$ cat src/rtl/modaddr_pkg.sv
package modaddr_pkg;
  typedef enum logic [1:0] {
    MODE_UP   = 2'b00,
    MODE_DN   = 2'b01,
    MODE_BI   = 2'b10,
    MODE_RSV  = 2'b11
  } wrap_mode_e;
endpackage

$ cat src/rtl/mod_len_chk.sv
module mod_len_chk
  import modaddr_pkg::*;
#(
  parameter int AW = 16
) (
  input  logic [AW-1:0] lo_i,
  input  logic [AW-1:0] hi_i,
  input  logic [1:0]    mode_i,
  output logic          cfg_ok_o,
  output logic          up_act_o,
  output logic          dn_act_o
);
  logic [AW:0] len;
  logic        rng_ok, pow2;

  assign rng_ok = hi_i >= lo_i;
  assign len    = {1'b0, hi_i} - {1'b0, lo_i} + (AW+1)'(1);
  assign pow2   = (len != '0) && ((len & (len - (AW+1)'(1))) == '0);

  always_comb begin
    up_act_o = 1'b0;
    dn_act_o = 1'b0;
    cfg_ok_o = rng_ok;
    unique case (wrap_mode_e'(mode_i))
      MODE_UP:  up_act_o = 1'b1;
      MODE_DN:  dn_act_o = 1'b1;
      MODE_BI: begin
        up_act_o = 1'b1;
        dn_act_o = 1'b1;
        cfg_ok_o = rng_ok & pow2;
      end
      default:  cfg_ok_o = 1'b0;
    endcase
  end
endmodule

$ cat src/rtl/mod_wrap_calc.sv
module mod_wrap_calc #(
  parameter int AW = 16,
  parameter int SW = 4
) (
  input  logic [AW-1:0] addr_i,
  input  logic [SW-1:0] step_i,
  input  logic          dec_i,
  input  logic [AW-1:0] lo_i,
  input  logic [AW-1:0] hi_i,
  input  logic          up_chk_i,
  input  logic          dn_chk_i,
  output logic [AW-1:0] nxt_o,
  output logic          wrapped_o
);
  logic [AW:0] step_x, sum, lo_plus;
  logic [AW-1:0] diff;

  assign step_x  = (AW+1)'(step_i);
  assign sum     = {1'b0, addr_i} + step_x;
  assign diff    = addr_i - AW'(step_i);
  assign lo_plus = {1'b0, lo_i} + step_x;

  always_comb begin
    wrapped_o = 1'b0;
    if (!dec_i) begin
      nxt_o = sum[AW-1:0];
      if (up_chk_i && (sum > {1'b0, hi_i})) begin
        // fold overshoot past upper bound onto lower bound
        nxt_o     = lo_i + AW'(sum - {1'b0, hi_i} - (AW+1)'(1));
        wrapped_o = 1'b1;
      end
    end else begin
      nxt_o = diff;
      if (dn_chk_i && ({1'b0, addr_i} < lo_plus)) begin
        nxt_o     = hi_i - (lo_i - diff - AW'(1));
        wrapped_o = 1'b1;
      end
    end
  end
endmodule

$ cat src/rtl/circ_addr_unit.sv
module circ_addr_unit #(
  parameter int NCTX   = 2,
  parameter int AW     = 16,
  parameter int RW     = 4,
  parameter int SW     = 4,
  parameter int FP_REG = 14,
  parameter int SP_REG = 15
) (
  input  logic              clk_i,
  input  logic              rst_ni,
  input  logic [NCTX-1:0]    cfg_en_i,
  input  logic [NCTX*RW-1:0] cfg_sel_i,
  input  logic [NCTX*AW-1:0] cfg_lo_i,
  input  logic [NCTX*AW-1:0] cfg_hi_i,
  input  logic [NCTX*2-1:0]  cfg_mode_i,
  input  logic [NCTX-1:0]    req_valid_i,
  input  logic [NCTX*RW-1:0] req_reg_i,
  input  logic [NCTX*AW-1:0] req_addr_i,
  input  logic [NCTX-1:0]    req_dec_i,
  input  logic [NCTX*SW-1:0] req_step_i,
  output logic [NCTX-1:0]    res_valid_o,
  output logic [NCTX*AW-1:0] res_addr_o,
  output logic [NCTX-1:0]    res_wrapped_o,
  output logic [NCTX-1:0]    cfg_warn_o,
  output logic [NCTX-1:0]    cfg_bad_o
);
  localparam logic [RW-1:0] FP_SEL = RW'(FP_REG);
  localparam logic [RW-1:0] SP_SEL = RW'(SP_REG);

  for (genvar c = 0; c < NCTX; c++) begin : g_ctx
    logic [AW-1:0] lo, hi, nxt;
    logic [RW-1:0] sel;
    logic          cfg_ok, up_act, dn_act, hit, wrapped;

    assign lo  = cfg_lo_i[c*AW +: AW];
    assign hi  = cfg_hi_i[c*AW +: AW];
    assign sel = cfg_sel_i[c*RW +: RW];

    mod_len_chk #(.AW(AW)) u_len (
      .lo_i     (lo),
      .hi_i     (hi),
      .mode_i   (cfg_mode_i[c*2 +: 2]),
      .cfg_ok_o (cfg_ok),
      .up_act_o (up_act),
      .dn_act_o (dn_act)
    );

    assign hit = cfg_en_i[c] & cfg_ok & (req_reg_i[c*RW +: RW] == sel);

    mod_wrap_calc #(.AW(AW), .SW(SW)) u_wrap (
      .addr_i    (req_addr_i[c*AW +: AW]),
      .step_i    (req_step_i[c*SW +: SW]),
      .dec_i     (req_dec_i[c]),
      .lo_i      (lo),
      .hi_i      (hi),
      .up_chk_i  (hit & up_act),
      .dn_chk_i  (hit & dn_act),
      .nxt_o     (nxt),
      .wrapped_o (wrapped)
    );

    assign cfg_warn_o[c] = cfg_en_i[c] & ((sel == FP_SEL) | (sel == SP_SEL));
    assign cfg_bad_o[c]  = cfg_en_i[c] & ~cfg_ok;

    always_ff @(posedge clk_i or negedge rst_ni) begin
      if (!rst_ni) begin
        res_valid_o[c]          <= 1'b0;
        res_addr_o[c*AW +: AW]  <= '0;
        res_wrapped_o[c]        <= 1'b0;
      end else begin
        res_valid_o[c] <= req_valid_i[c];
        if (req_valid_i[c]) begin
          res_addr_o[c*AW +: AW] <= nxt;
          res_wrapped_o[c]       <= wrapped;
        end else begin
          res_wrapped_o[c]       <= 1'b0;
        end
      end
    end
  end
endmodule

$ cat config.mk
export PLATFORM = sky130hd
export DESIGN_NAME = circ_addr_unit
export DESIGN_NICKNAME = d
export VERILOG_FILES = /design/src/rtl/modaddr_pkg.sv /design/src/rtl/mod_len_chk.sv /design/src/rtl/mod_wrap_calc.sv /design/src/rtl/circ_addr_unit.sv
export SDC_FILE = /design/constraint.sdc
export NUM_CORES = 1
export LEC_CHECK = 0
export BUFFER_PORTS_ARGS = -buffer_cell sky130_fd_sc_hd__buf_2
export CAP_MARGIN = 10
export CORE_MARGIN = 2
export CORE_UTILIZATION = 56
export CTS_BUF_LIST = sky130_fd_sc_hd__clkbuf_8
export CTS_CLUSTER_DIAMETER = 120
export DETAILED_ROUTE_END_ITERATION = 6
export GPL_TIMING_DRIVEN = 0
export PLACE_DENSITY = 0.81
export SKIP_CTS_REPAIR_TIMING = 1
export SLEW_MARGIN = 5
export SYNTH_ARGS = -nofsm -noshare
export SYNTH_HDL_FRONTEND = slang
export SYNTH_SLANG_ARGS = --single-unit
$ cat constraint.sdc
create_clock -name clk_i -period 5.3 [get_ports clk_i]
set_input_delay 0.795 -clock clk_i [delete_from_list [all_inputs] [get_ports clk_i]]
set_output_delay 0.795 -clock clk_i [all_outputs]
set_load 0.03 [all_outputs]
==> summary.md <==
| Metric | Value |
|---|---|
| Status | `finished with violations` |
| Failing checks | `negative setup slack` |
| Final setup fails | `1` |
| Largest net degree at the start of global routing | `37` |
| Final Core Density | `67.51%` |
| CP Launch Type | `input port` |
| First-pass GRT wire length | `57,530 µm` |
| Nets | `between 2,000 and 2,500` |
| Hold path cells | `1` |
| Combinational share of power | `80.6%` |
| Layout cell share with drive strength beyond 1 | `20.93%` |
| Vias in the first global route | `approximately 12,000` |
| Post-synth EDFFs | `0` |
| Hold crit path type | `reg -> reg` |
| Buffer depth of the longest clock path | `2` |
| Switching portion of total power | `50.05%` |
| Worst EP arrival | `4540 ps` |
| Syn_nets | `~1,900` |
| Worst Path Max Fanout | `5` |
| Final WL | `roughly 37,000 µm` |
| Switching power | `1.424 mW` |
| Synth area leaders | `ha_1 (22%), fa_1 (13%), xnor2_1 (8.3%)` |
| Pint | `1.421 mW` |
| Rows | `54` |
| CP top delay family | `compound AO/OA/AOI/OAI gates` |
| Yosys top cell by area | `ha_1` |
| Non-filler instance count after layout | `around 2,000` |
| LEAKAGE | `6.769 nW` |
| Vias | `12,070` |
| Min-delay src | `res_addr_o[27]` |
| Max-slew violations | `0` |
| Synthesized flop and latch total | `36` |
| Core area | `21,820 µm²` |
| Sequential share of power | `11.7%` |
| PwrDens | `193.1 nW/µm²` |
| Worst Skew | `0 ps` |
| Die X-Extent | `between 150 and 200 µm` |
| RSZ-0062 raised after global routing | `true` |
| Required @ worst endpoint | `4510 ps` |
| Synth warnings | `0` |
| Worst-path clk slew | `80 ps` |
| Final Power | `2.845 mW` |
| Layout fillers | `1,827` |
| Vias per inst | `6.017` |
| Total track usage | `approximately 30%` |
| Starting Density | `57.21%` |
| Commonest cells post-synth | `ha_1 (216), inv_1 (147), xnor2_1 (118), a21oi_1 (102), nor2_1 (101)` |
| Cell breakdown of the critical path | `buf_4, inv_4, ha_2, inv_1, fa_2, inv_2, a211o_1, a21o_1, a211oi_2, xnor2_1, nand4_1, or3_4, mux2_4, a211oi_4, nor2_4, o21a_1, buf_6` |
| Worst R2R Path Depth | `3` |
| Slew @ Worst Pin | `904.0 ps` |
| Post-route DRC | `0` |
| Iter 0 DRT Violations | `593` |
| Ys flop type | `dfrtp_1` |
| Port Buffer Count | `171` |
| GRT overflow | `0` |
| R2R Setup Slk | `4370 ps` |
| Final antenna-violating net count | `0` |
| Bufs and invs on worst path | `5` |
| Post-synth top area share | `21.65%` |
| # IOs | `172` |
| Hold path endpoint | `res_addr_o[27]` |
| Most common cell in the synthesized netlist | `ha_1` |
| Clock tree from TritonCTS | `done` |
| Root buf cell | `clkbuf_8` |
| Relative slew slack | `39.18%` |
| Worst-Skew Late Latency | `290 ps` |
| Slowest cell on the critical path | `fa_2` |
| Worst vdd ir | `0.1076 mV` |
| Part of the power in the clock network | `7.7%` |
| Mapped Cells | `~1,500` |
| Synth async-reset ratio | `100.0%` |
| Worst R2R Start | `res_addr_o[1]` |
| Period utilization | `100.7%` |
| Reg-to-Reg End | `res_addr_o[1]` |
| Die Y | `153.3 µm` |
| Ant diodes | `0` |
| Max-Cap Viols | `0` |
| Sink Count | `36` |
| Crit path capture type | `primary output` |
| Initial antenna violation count | `0` |
| Slowest cell delay on critical path | `620 ps` |
| GPL Wtd Cong | `0.9359` |
| Num CTS Buffers | `5` |
| DRT Pass-1 Iters | `5` |
| Crit path time final | `between 5000 and 6000 ps` |
| Sequential area share after synthesis | `7.216%` |
| P&R area growth vs syn | `18.01%` |
| Wire per inst | `18.38 µm` |
| Placed Cells | `about 2,000` |
| Die area | `23,500 µm²` |
| Maximum clock frequency | `0.1873 GHz` |
| Fin. Hold Viols | `0` |
| Syn_area_per_cell | `8.334 µm²` |
| PnR worst setup slack | `-37.95 ps` |
| Detail Placement HPWL | `31,120 µm` |
| Cell area after synthesis | `approximately 12,000 µm²` |
| Critical path class | `in -> out` |
| Synth cell types | `89` |
| Setup TNS Final | `-37.95 ps` |
| H-tree Lvls | `2` |
cells by family after synthesis:
kind of cell / after synthesis / share of synthesized area, %
compound gates: 362 / 19.55
xor+xnor: 174 / 12.38
fa+ha+maj: 298 / 34.48
buf+inv: 174 / 5.322
flops: 36 / 7.216
mux: 53 / 4.540
simple gates: 401 / 16.52
worst max-delay path by stage:
stage	startpoint	endpoint	slack, ps	cells past startpoint
floorplan	cfg_lo_i[6]	cfg_bad_o[0]	170	15
global placement	req_step_i[1]	res_addr_o[15]	-580	20
detailed placement	req_step_i[1]	res_addr_o[15]	-650	20
CTS	cfg_lo_i[6]	cfg_bad_o[0]	-630	16
global route	cfg_lo_i[4]	cfg_bad_o[0]	-150	16
finish	cfg_lo_i[8]	cfg_bad_o[0]	-40	17
power by group through the flow:
| stage | clock, mW | combinational, mW | sequential, mW |
|---|---|---|---|
| floorplan | 0 | 1.48 | 0.401 |
| global placement | 0 | 1.99 | 0.335 |
| detailed placement | 0 | 2.06 | 0.336 |
| CTS | 0.221 | 2.07 | 0.331 |
| global route | 0.228 | 2.53 | 0.334 |
| finish | 0.220 | 2.29 | 0.332 |
sequential cells by signal (all words and copies together) (netlist names):
| register | count |
|---|---|
| res_addr_o | 32 |
| res_valid_o | 2 |
| res_wrapped_o | 2 |
placed cells by master, fill, tap and decap left out, drive strengths merged, types with 36 or more instances in the layout:
master / count
fa: 78
xor2: 55
a21oi: 103
xnor2: 118
ha: 216
o21ai: 57
nor2: 102
nor3: 43
nand2: 68
a21o: 39
nand3: 46
dfrtp: 36
buf: 227
inv: 147
worst reg2reg max path: cells and delay by family, from the launching register on:
kind / cells / cell delay (ps)
AOI/OAI and AO/OA: 2 / 140
and+or+nand+nor: 1 / 280
DFF: 1 / 370
final cells by class:
cell class	count	area [µm²]	share of cell area, %
Inverter	147	556.8	3.779
Buffer	26	125.1	0.8493
Timing Repair Buffer	221	1249	8.476
Clock buffer	7	96.34	0.6539
Multi-Input combinational cell	1288	11450	77.75
Sequential cell	36	900.9	6.115
Tap cell	280	350.3	2.378
routing by layer:
metal,part of all wire (%),track usage [%],routed length (µm)
met5,0,0,0
met4,4.2,11.90,1530
met3,4.7,1.616,1726
met2,52,56.89,19260
met1,39,34.55,14340
through the flow:
step           hold slack [ps]  area [µm²]  setup WS, ps
6_report                 479.7       14730        -37.95
5_1_grt                  513.9       14730        -148.6
4_1_cts                  480.8       13790        -628.0
3_5_place_dp             464.1       13690        -646.4
3_3_place_gp             467.2       13690        -577.5
2_1_floorplan            499.4       12480         168.2
Note: power is estimated with default switching activity, not from simulation.
